[config.mk]
export PLATFORM = sky130hd
export DESIGN_NAME = mmu_ctl_regs
export DESIGN_NICKNAME = d
export VERILOG_FILES = /design/src/rtl/mmu_regs_pkg.sv /design/src/rtl/mmu_reg_decode.sv /design/src/rtl/mmu_reg_bank.sv /design/src/rtl/mmu_side_fx.sv /design/src/rtl/mmu_ctl_regs.sv
export SDC_FILE = /design/constraint.sdc
export NUM_CORES = 1
export LEC_CHECK = 0
export ABC_CLOCK_PERIOD_IN_PS = 3900
export BUFFER_PORTS_ARGS = -buffer_cell sky130_fd_sc_hd__buf_2
export CORE_ASPECT_RATIO = 2
export CORE_UTILIZATION = 40
export CTS_CLUSTER_DIAMETER = 200
export DETAILED_ROUTE_END_ITERATION = 6
export SKIP_CTS_REPAIR_TIMING = 1
export SLEW_MARGIN = 40
export SYNTH_ARGS = -nofsm -noshare
export SYNTH_HDL_FRONTEND = slang
export SYNTH_SLANG_ARGS = --single-unit
[constraint.sdc]
create_clock -name clk -period 3.9 [get_ports clk]
set_clock_uncertainty 0.05 [all_clocks]
set_input_delay 0.195 -clock clk [delete_from_list [all_inputs] [get_ports clk]]
set_output_delay 0.195 -clock clk [all_outputs]
set_load 0.01 [all_outputs]
[src/rtl/mmu_regs_pkg.sv]
package mmu_regs_pkg;

  localparam int unsigned NUM_REGS = 9;
  localparam int unsigned ID_W     = 4;

  typedef enum logic [ID_W-1:0] {
    RG_CTRL  = 4'd0,
    RG_PTEH  = 4'd1,
    RG_PTEL  = 4'd2,
    RG_PTEA  = 4'd3,
    RG_TBASE = 4'd4,
    RG_FAULT = 4'd5,
    RG_TRAP  = 4'd6,
    RG_EXC   = 4'd7,
    RG_INT   = 4'd8
  } reg_id_e;

  localparam logic [1:0] SZ_WORD = 2'd2;

  // Mask with the w lowest bits set.
  function automatic logic [31:0] low_ones(input int unsigned w);
    if (w >= 32) return '1;
    return (32'd1 << w) - 32'd1;
  endfunction

  // Bits a register keeps from a write.
  function automatic logic [31:0] store_mask(input reg_id_e id,
                                             input int unsigned inv_bit,
                                             input int unsigned asst_w,
                                             input int unsigned code_w);
    case (id)
      RG_CTRL:                 return ~(32'd1 << inv_bit);
      RG_PTEA:                 return low_ones(asst_w);
      RG_TRAP, RG_EXC, RG_INT: return low_ones(code_w);
      default:                 return '1;
    endcase
  endfunction

  // Identifier comparison used for the flush decision.
  function automatic logic ident_differs(input logic [7:0] nxt,
                                         input logic [7:0] cur);
    return nxt != cur;
  endfunction

endpackage

[src/rtl/mmu_reg_decode.sv]
module mmu_reg_decode
  import mmu_regs_pkg::*;
#(
  parameter int unsigned ADDR_W = 6
) (
  input  logic              valid,
  input  logic [ADDR_W-1:0] addr,
  input  logic [1:0]        size,
  output logic              hit,
  output logic              err,
  output reg_id_e           id
);
  localparam int unsigned SLOT_W = ADDR_W - 2;

  logic [SLOT_W-1:0] slot;
  logic              aligned;
  logic              in_range;

  assign slot     = addr[ADDR_W-1:2];
  assign aligned  = (addr[1:0] == 2'b00);
  assign in_range = (slot < SLOT_W'(NUM_REGS));
  assign hit      = valid && (size == SZ_WORD) && aligned && in_range;
  assign err      = valid && !hit;
  assign id       = reg_id_e'(slot[ID_W-1:0]);

  always_comb begin
    if (!valid) a_no_err_idle_r10: assert (!err);
  end
endmodule

[src/rtl/mmu_reg_bank.sv]
module mmu_reg_bank
  import mmu_regs_pkg::*;
#(
  parameter int unsigned INV_BIT = 2,
  parameter int unsigned ASID_W  = 8,
  parameter int unsigned ASST_W  = 4,
  parameter int unsigned CODE_W  = 11
) (
  input  logic              clk,
  input  logic              rst_n,
  input  logic              wr_en,
  input  logic              rd_en,
  input  reg_id_e           id,
  input  logic [31:0]       wdata,
  output logic [31:0]       rdata,
  output logic [ASID_W-1:0] asid_q
);
  logic [31:0] regs_q [NUM_REGS];

  for (genvar g = 0; g < NUM_REGS; g++) begin : g_reg
    localparam reg_id_e     RID  = reg_id_e'(ID_W'(g));
    localparam logic [31:0] KEEP = store_mask(RID, INV_BIT, ASST_W, CODE_W);
    always_ff @(posedge clk) begin
      if (!rst_n)                   regs_q[g] <= '0;
      else if (wr_en && id == RID)  regs_q[g] <= wdata & KEEP;
    end
  end

  assign rdata  = rd_en ? regs_q[id] : '0;
  assign asid_q = regs_q[RG_PTEH][ASID_W-1:0];

  p_ctrl_inv_reads_zero_r1: assert property (@(posedge clk) disable iff (!rst_n)
    (rd_en && id == RG_CTRL) |-> !rdata[INV_BIT]);
  p_asst_narrow_r3: assert property (@(posedge clk) disable iff (!rst_n)
    (rd_en && id == RG_PTEA) |-> (rdata[31:ASST_W] == '0));
  p_code_narrow_r4: assert property (@(posedge clk) disable iff (!rst_n)
    (rd_en && (id == RG_TRAP || id == RG_EXC || id == RG_INT))
      |-> (rdata[31:CODE_W] == '0));
endmodule

[src/rtl/mmu_side_fx.sv]
module mmu_side_fx
  import mmu_regs_pkg::*;
#(
  parameter int unsigned INV_BIT = 2,
  parameter int unsigned ASID_W  = 8
) (
  input  logic              wr_en,
  input  reg_id_e           id,
  input  logic [31:0]       wdata,
  input  logic [ASID_W-1:0] asid_q,
  output logic              inval,
  output logic              flush
);
  assign inval = wr_en && (id == RG_CTRL) && wdata[INV_BIT];
  assign flush = wr_en && (id == RG_PTEH) &&
                 ident_differs(8'(wdata[ASID_W-1:0]), 8'(asid_q));
endmodule

[src/rtl/mmu_ctl_regs.sv]
module mmu_ctl_regs
  import mmu_regs_pkg::*;
#(
  parameter int unsigned ADDR_W  = 6,
  parameter int unsigned INV_BIT = 2,
  parameter int unsigned ASID_W  = 8,
  parameter int unsigned ASST_W  = 4,
  parameter int unsigned CODE_W  = 11
) (
  input  logic              clk,
  input  logic              rst_n,
  input  logic              acc_valid,
  input  logic              acc_write,
  input  logic [ADDR_W-1:0] acc_addr,
  input  logic [1:0]        acc_size,
  input  logic [31:0]       acc_wdata,
  output logic [31:0]       acc_rdata,
  output logic              acc_err,
  output logic              tlb_inval_pulse,
  output logic              asid_flush_pulse
);
  logic              acc_hit;
  reg_id_e           acc_id;
  logic              wr_accept;
  logic              rd_accept;
  logic [ASID_W-1:0] asid_q;

  mmu_reg_decode #(.ADDR_W(ADDR_W)) u_dec (
    .valid(acc_valid), .addr(acc_addr), .size(acc_size),
    .hit(acc_hit), .err(acc_err), .id(acc_id)
  );

  assign wr_accept = acc_hit && acc_write;
  assign rd_accept = acc_hit && !acc_write;

  mmu_reg_bank #(
    .INV_BIT(INV_BIT), .ASID_W(ASID_W), .ASST_W(ASST_W), .CODE_W(CODE_W)
  ) u_bank (
    .clk(clk), .rst_n(rst_n), .wr_en(wr_accept), .rd_en(rd_accept),
    .id(acc_id), .wdata(acc_wdata), .rdata(acc_rdata), .asid_q(asid_q)
  );

  mmu_side_fx #(.INV_BIT(INV_BIT), .ASID_W(ASID_W)) u_fx (
    .wr_en(wr_accept), .id(acc_id), .wdata(acc_wdata), .asid_q(asid_q),
    .inval(tlb_inval_pulse), .flush(asid_flush_pulse)
  );

  p_flush_moves_asid_r2: assert property (@(posedge clk) disable iff (!rst_n)
    asid_flush_pulse |=> (asid_q != $past(asid_q)));
  p_same_asid_keeps_r2: assert property (@(posedge clk) disable iff (!rst_n)
    (wr_accept && acc_id == RG_PTEH && !asid_flush_pulse) |=> $stable(asid_q));
  p_bad_size_quiet_r6: assert property (@(posedge clk) disable iff (!rst_n)
    (acc_valid && acc_size != SZ_WORD)
      |-> (acc_err && !tlb_inval_pulse && !asid_flush_pulse));
  p_err_no_data_r7: assert property (@(posedge clk) disable iff (!rst_n)
    acc_err |-> (acc_rdata == '0));
  p_pulse_on_write_r8: assert property (@(posedge clk) disable iff (!rst_n)
    (tlb_inval_pulse || asid_flush_pulse)
      |-> (acc_valid && acc_write && !acc_err));
  p_pulses_exclusive_r8: assert property (@(posedge clk) disable iff (!rst_n)
    $onehot0({tlb_inval_pulse, asid_flush_pulse}));
  p_idle_no_data_r10: assert property (@(posedge clk) disable iff (!rst_n)
    !acc_valid |-> (acc_rdata == '0 && !acc_err));
endmodule

=== After elaboration in Yosys (flattened, before gate mapping) ===
Memory sizes are Yosys's and may differ from the RTL's.
Index checks and enable logic that the tools add are counted.

* Bits in registers: 0
* Word-level logic and storage cells: 80
* Memory bits (writable): 288
* Memories kept: 1
* Input port bits: 44

{| class="wikitable"
|+ Memory list
! name !! depth !! width !! read ports !! clocked after memory_dff !! write ports !! RTL line !! text
|-
| u_bank.regs_q || 9 || 32 || 2 || 0 || 9 || mmu_reg_bank.sv:18 || <nowiki>logic [31:0] regs_q [NUM_REGS];</nowiki>
|}

* Bitwise operators: 9
* Equal/unequal tests: 10
* Magnitude comparators: 1
* Muxes and demuxes: 38
* Reductions and logical operators: 21

{| class="wikitable"
|+ Operator list
! cell !! number
|-
| 2-to-1 mux 32 bit || 10
|-
| 2-to-1 mux 1 bit || 28
|-
| logical AND 1 bit || 17
|-
| == test 4 x 3 -> 1 bit, second input constant || 4
|-
| OR 1 bit || 9
|-
| == test 4 x 2 -> 1 bit, second input constant || 2
|-
| inequality test 8 bit || 1
|-
| == test 4 x 1 -> 1 bit, second input constant || 1
|-
| == test 4 bit, second input constant || 1
|-
| zero test 4 bit || 1
|-
| less-than comparator 4 bit, second input constant || 1
|-
| == test 2 bit, second input constant || 1
|-
| zero test 1 bit || 2
|-
| zero test 2 bit || 1
|}

=== Logic depth before layout (Yosys ltp) ===
Gate-level depths: netlist of run 1.

* Depth in word-level cells: 10
* Depth in mapped cells: 7
* Depth with buffers taken out: 4

=== Modules after synthesis ===
Synthesis of run 1 repeated with hierarchy kept, for this count alone.

* Cell total of the unflattened synthesis: 700
* Area, all modules: 9569.2 um^2

{| class="wikitable"
|+ Modules (own cells, without submodules)
! module !! cells an instance !! times used !! seq. area each (um^2) !! area an instance (um^2)
|-
| mmu_reg_bank || 676 || 1 || 5885.6 || 9361.5
|-
| mmu_side_fx || 14 || 1 || 0.0 || 125.1
|-
| mmu_reg_decode || 8 || 1 || 0.0 || 66.3
|-
| mmu_ctl_regs || 2 || 1 || 0.0 || 16.3
|}

=== Worst setup path before layout of run 1 ===
No wires, ideal clock.

* Path kind: input port to flip-flop
* From: input acc_addr[2]
* To: memory u_bank.regs_q[1][0], enable pin
* Path slack: 287 ps
* Library setup time: 466 ps
* Stages: 4
* Arrival: 3097 ps
* Cells stage by stage: buf_6 > o31ai_2 > nand4_1 > o21ai_0

{| class="wikitable"
|+ RTL lines
! item !! RTL line !! text
|-
| start: declaration || mmu_ctl_regs.sv:14 || <nowiki>input logic [ADDR_W-1:0] acc_addr,</nowiki>
|-
| end: declaration || mmu_reg_bank.sv:18 ||
|}

=== Worst setup path after layout of run 1 ===
* From: input acc_addr[2]
* To: output acc_rdata[3]

* Word-level cells in the longest chain between the ends: 4
* Elaborated cells on any way between the ends: 5
* Classes of those cells: order compare (1); mux (1); reduce/logical (2); memory (1)

{| class="wikitable"
|+ RTL lines
! item !! RTL line !! text
|-
| less-than comparator 4 bit || mmu_reg_decode.sv:21 || <nowiki>assign in_range = (slot < SLOT_W'(NUM_REGS));</nowiki>
|-
| logical AND 1 bit || mmu_reg_decode.sv:22 || <nowiki>assign hit = valid && (size == SZ_WORD) && aligned && in_range;</nowiki>
|-
| logical AND 1 bit || mmu_ctl_regs.sv:34 || <nowiki>assign rd_accept = acc_hit && !acc_write;</nowiki>
|-
| 2-to-1 mux 32 bit * || mmu_reg_bank.sv:29 || <nowiki>assign rdata = rd_en ? regs_q[id] : '0;</nowiki>
|-
| end: declaration || mmu_ctl_regs.sv:17 || <nowiki>output logic [31:0] acc_rdata,</nowiki>
|}

Every way passes the cells marked *; elsewhere a longest branch is shown, timed or not.

==> summary.md, run 1 <==
| Metric | Value |
|---|---|
| Max-cap violations | `0` |
| Most frequent cells in the layout | `200 x and2_1, 196 x edfxtp_1, 78 x buf_2, 38 x mux2i_1, 29 x nor2_1` |
| Final period utilization | `65.9%` |
| Number of diodes | `0` |
| Comb pwr share | `6.2%` |
| GR peak layer | `met2` |
| P_int | `0.00352 W` |
| Top cell type by total area after synthesis | `edfxtp_1` |
| Global-route met2 utilization | `38.9%` |
| Placer congestion estimate | `0.815` |
| Flops & latches, synth | `196` |
| Area Growth Syn to Fin | `14.1%` |
| Net switching power | `0.000973 W` |
| WP buf/inv | `3` |
| Share of cells above drive strength 1 | `19.5%` |
| Clock Pin Slew Worst Setup and Hold Paths | `0.07 ns` |
| WL/cell | `21.3 um` |
| Worst-Margin Slew | `0.796 ns` |
| Top reg by flops | `u_bank.regs_q` |
| Most common cell after layout, fill and taps aside | `and2_1` |
| Type of origin of the critical path | `primary input` |
| M1 GR Usage | `20.3%` |
| Slew headroom | `46.7%` |
| Crit path max-delay cell type | `mux4_2` |
| Max clock buf depth | `2` |
| Reg power frac | `54.6%` |
| Max Clock Freq | `389 MHz` |
| Die Footprint | `23,600 um^2` |
| RSZ-0062 raised after global routing | `no` |
| Clock sink count | `196` |
| Post-Route WL | `22,600 um` |
| Final setup violating endpoints | `0` |
| Final Total Pwr | `0.00449 W` |
| Die Wd | `109 um` |
| Area contributors post-synth | `edfxtp_1 64%, and2_1 14%, mux2i_1 4.1%` |
| Clock Power Share | `39.2%` |
| Tmin final | `2.57 ns` |
| H-tree levels | `4` |
| Synth Warn # | `0` |
| First-pass GRT wire length | `34,200 um` |
| Largest register FFs | `196` |
| Peak per-stage delay on the critical path | `0.55 ns` |
| Status | `complete, no violations` |
| Total grt overflow | `0` |
| VDD IR-drop max | `0.233 mV` |
| CTS tree | `yes` |
| Root cell of the clock tree | `clkbuf_16` |
| DRC | `0` |
| Setup TNS Final | `0 ns` |
| Cells after synthesis | `692` |
| CP Cell Sequence | `buf_2 > buf_4 > mux4_2 > and2_1 > a211oi_1 > nor3_1 > buf_2` |
| Largest regs | `u_bank.regs_q: 196 flops` |
| CP endpoint kind | `primary output` |
| M3 GR Usage | `3.61%` |
| Remaining antenna violation count after routing | `0` |
| Net switching fraction of the power | `21.7%` |
| CTS Buf Count | `17` |
| Area of the mapped netlist | `9200 um^2` |
| Global Route Usage Sum | `20.3%` |
| CP arrival | `2.33 ns` |
| Vias in the first global route | `6,100` |
| Final HPWL DP | `15,100 um` |
| IO Pins | `79` |
| PortBufs | `78` |
| Synthesized area per cell | `13.3 um^2` |
| Largest net degree at the start of global routing | `33` |
| Layout Nets | `811` |
| Power density over the cells | `428 nW/um^2` |
| Slew Viols, Final | `0` |
| Post-synth cell types | `40` |
| Ys flop type | `edfxtp_1` |
| Worst Path Required | `3.65 ns` |
| Critical path peak fanout | `22` |
| Antenna violations before repair | `0` |
| Post-synth EDFFs | `196` |
| Row cnt | `78` |
| Die Ht | `216 um` |
| DRT Pass-1 Iters | `5` |
| Static leakage | `3.80 nW` |
| Core footprint | `22,600 um^2` |
| Async SR Flop Fraction | `0%` |
| Initial Util | `40.6%` |
| Most frequent cell on the critical path | `buf_2` |
| Mapped Nets | `736` |
| DR vias | `5,712` |
| Vias/cell | `5.39` |
| Drt initial violations | `374` |
| Worst Hold Class | `in -> reg` |
| Sequential share of the synthesized area | `64.0%` |
| Final hold vios | `0` |
| Area share of the largest cell type after synthesis | `64.0%` |
| Worst Path Class, Setup | `in -> out` |
| Critical path's top delay family | `buffers and inverters` |
[cell usage after synthesis (10+ instances only)]
library cell  count
clkbuf_2         14
o21ai_0          21
edfxtp_1        196
o22ai_1          10
clkbuf_1         12
a21oi_1          19
nor3_1           17
mux2i_1          38
and2_1          200
nor2_1           31
buf_6            10
nor2b_1          11
a22oi_1          20
[cell type report]
cell class	instances	area, um^2
clock buffers	18	429
clock inverters	14	159
flip-flops and latches	196	5890
inverters	4	15.0
multi-input cells	447	3090
well taps	280	350
fillers	2079	12200
repair buffers	101	567
[final timing paths]
kind | slack, ns | end | cells past startpoint | from
setup / recovery | 1.33 | acc_rdata[3] | 7 | acc_addr[2]
hold / removal | 0.03 | u_bank.regs_q[5][19]$_SDFFCE_PN0P_ | 2 | acc_wdata[19]
[cells by family after synthesis]
family	synth area share [%]
and+or+nand+nor	19.0
muxes	5.77
xor gates and xnor gates	0.762
AOI/OAI and AO/OA	7.31
DFF	64.0
buffers and inverters	3.21
[stage by stage]
stage / setup WS [ns] / utilization (%) / hold slack (ns) / cells / area, um^2
final: 1.33 / 46.3 / 0.0284 / 1060 / 10500
after floorplan: 0.287 / - / 0.343 / 692 / 9200
after CTS: 1.29 / 46.3 / 0.00958 / 1060 / 10500
after global routing: 1.20 / 46.3 / 0.0245 / 1060 / 10500
after detailed placement: 1.07 / 43.7 / 0.471 / 1028 / 9900
after global placement: 1.16 / 43.6 / 0.466 / 1027 / 9880
[per-layer routing]
metal	vias to the layer above	part of all wire, %
met5	-	0
met4	0	2.8
met3	32	4.2
met2	161	58
met1	2845	35
li1	2674	-
[power groups by stage]
stage | logic, W | clock network [W] | registers, W
detailed placement | 0.000284 | 0 | 0.00250
CTS | 0.000284 | 0.00178 | 0.00245
floorplan | 0.000170 | 0 | 0.00249
global placement | 0.000277 | 0 | 0.00249
finish | 0.000280 | 0.00176 | 0.00245
global route | 0.000306 | 0.00185 | 0.00246
(Power assumes the default switching activity.)
==> inputs of run 2 (changes only) <==
ABC_CLOCK_PERIOD_IN_PS = 2200   (was 3900)
clock period = 2.2 ns   (was 3.9 ns; I/O delays follow)
==> run 2 against run 1 <==
Effect of this change: hold slack lost 0.0076 ns; setup slack lost 1.2 ns; count of clock-buffer cells in the layout shrank 1; critical endpoint is now acc_rdata[0].
==> summary.md, run 2 (same netlist as run 1, synthesis figures left out) <==
| Metric | Value |
|---|---|
| Cell Count Post-Placement | `1,052 (+2.3%)` |
| Final period utilization | `94.3%` |
| WHS Path Cells | `2 (unchanged)` |
| Drt initial violations | `361 (-3.5%)` |
| DRC | `0 (unchanged)` |
| Type of origin of the critical path | `flip-flop` |
| Post-Route WL | `23,300 um (+3.1%)` |
| Final HPWL DP | `15,900 um (+5.2%)` |
| Antenna violations before repair | `1 (+1)` |
| Worst Hold Class | `in -> reg` |
| Die Wd | `109 um (unchanged)` |
| Final setup violating endpoints | `0 (unchanged)` |
| Max-cap violations | `0 (unchanged)` |
| Top reg by flops | `u_bank.regs_q` |
| Clock sink count | `196 (unchanged)` |
| Pre-CTS setup slack | `0.195 ns (-0.874 ns)` |
| PortBufs | `78 (unchanged)` |
| Die Ht | `216 um (unchanged)` |
| Total grt overflow | `0 (unchanged)` |
| Slew Viols, Final | `0 (unchanged)` |
| Slew headroom | `59.4% (+13 points)` |
| Clock Pin Slew Worst Setup and Hold Paths | `0.07 ns (about the same)` |
| Final non-filler cell total | `1,106 (+4.3%)` |
| Multi-input logic area | `3100 um^2 (+0.32%)` |
| Row cnt | `78 (unchanged)` |
| Most common cell after layout, fill and taps aside | `and2_1` |
| Remaining antenna violation count after routing | `0 (unchanged)` |
| VDD IR-drop max | `0.491 mV (+110%)` |
| Critical path peak fanout | `1 (-95%)` |
| CP arrival | `1.91 ns (-0.42 ns)` |
| Vias/cell | `5.37 (-0.28%)` |
| Core footprint | `22,600 um^2 (unchanged)` |
| Worst Path Class, Setup | `reg -> out` |
| Worst Path Required | `2.04 ns (-1.61 ns)` |
| Largest register FFs | `196 (unchanged)` |
| Root cell of the clock tree | `clkbuf_16` |
| CTS Buf Count | `17 (unchanged)` |
| Placer congestion estimate | `0.824 (+1.1%)` |
| Final hold vios | `0 (unchanged)` |
| First-pass GRT wire length | `35,500 um (+3.9%)` |
| DRT Pass-1 Iters | `5 (unchanged)` |
| Post-route setup slack | `0.126 ns (-1.20 ns)` |
| CP endpoint kind | `primary output` |
| Most frequent cells in the layout | `200 x and2_1, 196 x edfxtp_1, 78 x buf_2, 39 x buf_4, 38 x mux2i_1` |
| Vias in the first global route | `6,285 (+3.0%)` |
| Die Footprint | `23,600 um^2 (unchanged)` |
| Max Clock Freq | `482 MHz` |
| WL/cell | `21.1 um (-1.2%)` |
| Final Total Pwr | `0.00798 W (+78%)` |
| RSZ-0062 raised after global routing | `no` |
| IO Pins | `79 (unchanged)` |
| Largest regs | `u_bank.regs_q: 196 flops` |
| Initial Util | `40.6% (unchanged)` |
| HP Start | `acc_wdata[10]` |
| DR vias | `5,943 (+4.0%)` |
| Tmin final | `2.07 ns` |
| H-tree levels | `4 (unchanged)` |
| Setup TNS Final | `0 ns (unchanged)` |
| Static leakage | `4.05 nW (+6.4%)` |
| Status | `complete, no violations` |
| Area Growth Syn to Fin | `19.4%` |
| Filler cells | `2,022 (-2.7%)` |
| Layout Nets | `856 (+5.5%)` |
| Share of cells above drive strength 1 | `21.8% (+2.3 points)` |
| FF/Latch Area | `5890 um^2 (unchanged)` |
| Largest net degree at the start of global routing | `32 (-3.0%)` |
| Max clock buf depth | `2 (unchanged)` |
| Hold_ws | `0.0208 ns (-0.00758 ns)` |
| WHS Endpoint | `u_bank.regs_q[5][10]$_SDFFCE_PN0P_` |
| CTS tree | `yes` |
| Global Route Usage Sum | `21.0% (+0.70 points)` |
| Worst-Margin Slew | `0.608 ns (-0.188 ns)` |
| Power density over the cells | `726 nW/um^2 (+70%)` |
## run 2: changes by cell type in the layout (fill, tap and decap cells not counted), moves of 3 or more
cell           before  now
buf_4              22   39
dlygate4sd3_1       0   21
buf_12              0    8
a211oi_2            0    3
a211oi_1            9    6
clkinv_4            0    4
## run 2: worst max-delay path by stage
stage / end / from / cells past startpoint / slack, ns
after CTS: acc_rdata[3] / u_bank.regs_q[7][3]$_SDFFCE_PN0P_ / 5 / -0.06
after global placement: acc_rdata[30] / acc_addr[2] / 8 / 0.27
after detailed placement: acc_rdata[30] / acc_addr[2] / 8 / 0.20
after floorplan: u_bank.regs_q[4][0]$_SDFFCE_PN0P_ / acc_addr[2] / 4 / -0.50
final: acc_rdata[0] / u_bank.regs_q[7][0]$_SDFFCE_PN0P_ / 5 / 0.13
after global routing: acc_rdata[1] / u_bank.regs_q[7][1]$_SDFFCE_PN0P_ / 5 / 0.04
## run 2: metal layers
metal | part of all wire (%) | vias to the layer above | GRT usage (%)
met4 | 4.5 | 0 | 10.9
met2 | 56 | 172 | 39.1
met3 | 3.7 | 54 | 3.61
li1 | - | 2771 | -
met1 | 36 | 2946 | 21.8
met5 | 0 | - | 0
## run 2: critical path: stages, from the launching register on
cell	delay, ns
edfxtp_1	0.38
mux4_2	0.51
and2_1	0.19
a211oi_2	0.17
nor3_1	0.08
buf_2	0.14
## run 2: final cells by class
cell class	instances	area share (%)
flip-flops and latches	196	53.6
diodes	1	0.0228
inverters	4	0.137
repair buffers	146	9.59
well taps	280	3.19
clock inverters	15	1.42
multi-input cells	447	28.2
clock buffers	17	3.87
## run 2: report_power, final
group | internal [W] | switching (W) | leakage, nW | total [W]
clock network | 0.00168 | 0.00138 | 0.275 | 0.00306
logic | 0.000231 | 0.000346 | 1.91 | 0.000577
registers | 0.00428 | 0.0000577 | 1.86 | 0.00434
## run 2: per-stage QoR
step / instance area [um^2] / utilization (%)
finish: 11000 / 48.5
global route: 11000 / 48.5
CTS: 10800 / 47.5
detailed placement: 10200 / 44.9
global placement: 10200 / 44.9
floorplan: 9200 / -
==> inputs of run 3 (changes only) <==
CORE_ASPECT_RATIO = unset   (was 2)
==> run 3 against run 2 <==
Effect of this change: global-route usage decreased by 0.40 points; highest routed layer is now met5; sequential cell count unchanged; via count increased by 0.42%; first-iteration DRC count increased by 40%; critical path depth unchanged.
==> summary.md, run 3 (same netlist as run 1, synthesis figures left out) <==
| Metric | Value |
|---|---|
| Status | `complete, no violations` |
| Largest net degree at the start of global routing | `26 (-19%)` |
| Layout Nets | `867 (+1.3%)` |
| Hold_ws | `0.0120 ns (-0.00878 ns)` |
| Total grt overflow | `0 (unchanged)` |
| CP arrival | `1.92 ns (about the same)` |
| Largest regs | `u_bank.regs_q: 196 flops` |
| Dpl cell area | `10,300 um^2 (+1.2%)` |
| WL met1 | `10,100 um (+21%)` |
| RSZ-0062 raised after global routing | `no` |
| Antenna violations before repair | `1 (unchanged)` |
| DR top layer | `met5` |
| Final HPWL DP | `15,400 um (-3.1%)` |
| Max-cap violations | `0 (unchanged)` |
| Static leakage | `4.09 nW (+0.99%)` |
| DR vias | `5,968 (+0.42%)` |
| Global Route Usage Sum | `20.6% (-0.40 points)` |
| Slew Viols, Final | `0 (unchanged)` |
| Clock sink count | `196 (unchanged)` |
| Clock Pin Slew Worst Setup and Hold Paths | `0.07 ns (about the same)` |
| WL/cell | `20.8 um (-1.2%)` |
| Design Area, Final | `11,100 um^2 (+0.61%)` |
| Final period utilization | `94.6% (+0.32 points)` |
| Share of cells above drive strength 1 | `22.7% (+0.91 points)` |
| Number of diodes | `0 (-1)` |
| HP Start | `acc_wdata[10]` |
| DRT Pass-1 Iters | `6 (+1)` |
| Final hold vios | `0 (unchanged)` |
| Final non-filler cell total | `1,121 (+1.4%)` |
| Setup crit start | `u_bank.regs_q[7][0]$_SDFFCE_PN0P_` |
| Max Clock Freq | `481 MHz (-0.34%)` |
| Worst Path Class, Setup | `reg -> out` |
| VDD IR-drop max | `0.530 mV (+8.0%)` |
| Vias/cell | `5.32 (-0.92%)` |
| Final setup violating endpoints | `0 (unchanged)` |
| Power density over the cells | `709 nW/um^2 (-2.4%)` |
| Remaining antenna violation count after routing | `0 (unchanged)` |
| CP endpoint kind | `primary output` |
| Root cell of the clock tree | `clkbuf_16` |
| Max clock buf depth | `2 (unchanged)` |
| Critical path peak fanout | `1 (unchanged)` |
| Type of origin of the critical path | `flip-flop` |
| Die Wd | `154 um (+41%)` |
| Most common cell after layout, fill and taps aside | `and2_1` |
| DR WL met3 | `1130 um (+33%)` |
| Largest register FFs | `196 (unchanged)` |
| Vias in the first global route | `6,147 (-2.2%)` |
| CTS Buf Count | `17 (unchanged)` |
| IO Pins | `79 (unchanged)` |
| CP Cell Sequence | `mux4_2 > and2_1 > a211oi_1 > nor3_1 > buf_2` |
| Worst-Margin Slew | `0.558 ns (-0.0500 ns)` |
| Slew headroom | `62.6% (+3.2 points)` |
| Area Growth Syn to Fin | `20.2%` |
| Placer congestion estimate | `0.806 (-2.2%)` |
| Drt initial violations | `506 (+40%)` |
| Die Ht | `154 um (-29%)` |
| Post-Route WL | `23,300 um (+0.17%)` |
| Most frequent cells in the layout | `200 x and2_1, 196 x edfxtp_1, 78 x buf_2, 48 x buf_4, 38 x mux2i_1` |
| Row cnt | `55 (-29%)` |
| Top reg by flops | `u_bank.regs_q` |
| Tmin final | `2.08 ns (+0.00698 ns)` |
| Worst Hold Class | `in -> reg` |
| Worst Path Required | `2.04 ns (about the same)` |
| Filler cells | `1,985 (-1.8%)` |
| Setup TNS Final | `0 ns (unchanged)` |
| DR WL met2 | `11,700 um (-11%)` |
| H-tree levels | `4 (unchanged)` |
| CTS tree | `yes` |
| DRC | `0 (unchanged)` |
| Cell Count Post-Placement | `1,068 (+1.5%)` |
| PortBufs | `78 (unchanged)` |
| Initial Util | `40.7% (+0.13 points)` |
| Core footprint | `22,600 um^2 (-0.31%)` |
| First-pass GRT wire length | `35,900 um (+1.0%)` |
| Die Footprint | `23,600 um^2 (-0.16%)` |
| Crit path max-delay cell type | `mux4_2` |
| Core Util, Final | `49.0% (+0.45 points)` |
| Peak per-stage delay on the critical path | `0.47 ns (-0.04 ns)` |
## run 3: changes by cell type in the layout (fill, tap and decap cells not counted), sizes merged
cell	delta
clkinvlp	-1
inv	+3
diode	-1
buf	+11
clkinv	-1
bufinv	-2
clkbuf	+1
## run 3: final cells by class
| cell class | count | area, um^2 | share of cell area (%) |
|---|---|---|---|
| flip-flops and latches | 196 | 5890 | 53.3 |
| well taps | 285 | 357 | 3.23 |
| repair buffers | 157 | 1160 | 10.5 |
| clock buffers | 18 | 429 | 3.88 |
| clock inverters | 14 | 119 | 1.08 |
| multi-input cells | 447 | 3090 | 27.9 |
| inverters | 4 | 15.0 | 0.136 |
## run 3: per-layer routing
layer,up-vias,global-route usage (%)
met2,170,35.1
met5,-,0
li1,2785,-
met4,2,7.38
met3,30,4.06
met1,2981,26.2
## run 3: path summary, 6_finish.rpt
kind / to / depth (start not counted)
worst max-delay path: acc_rdata[0] / 5
worst min-delay path: u_bank.regs_q[8][10]$_SDFFCE_PN0P_ / 2
## run 3: per-stage QoR
step / setup slack (ns) / total power, W
floorplan: -0.500 / 0.00471
global placement: 0.269 / 0.00495
detailed placement: 0.253 / 0.00497
CTS: 0.0793 / 0.00786
global route: 0.0441 / 0.00808
finish: 0.119 / 0.00784
## run 3: power by group
group	total (W)	internal [W]	switching [W]
clock	0.00292	0.00148	0.00144
combinational	0.000578	0.000234	0.000344
sequential	0.00434	0.00428	0.0000567
## run 3: worst max-delay path: cells and delay by family, from the launching register on
kind	cells	cell delay, ns
mux	1	0.47
simple gates	2	0.25
buf+inv	1	0.15
compound gates	1	0.23
flops	1	0.38
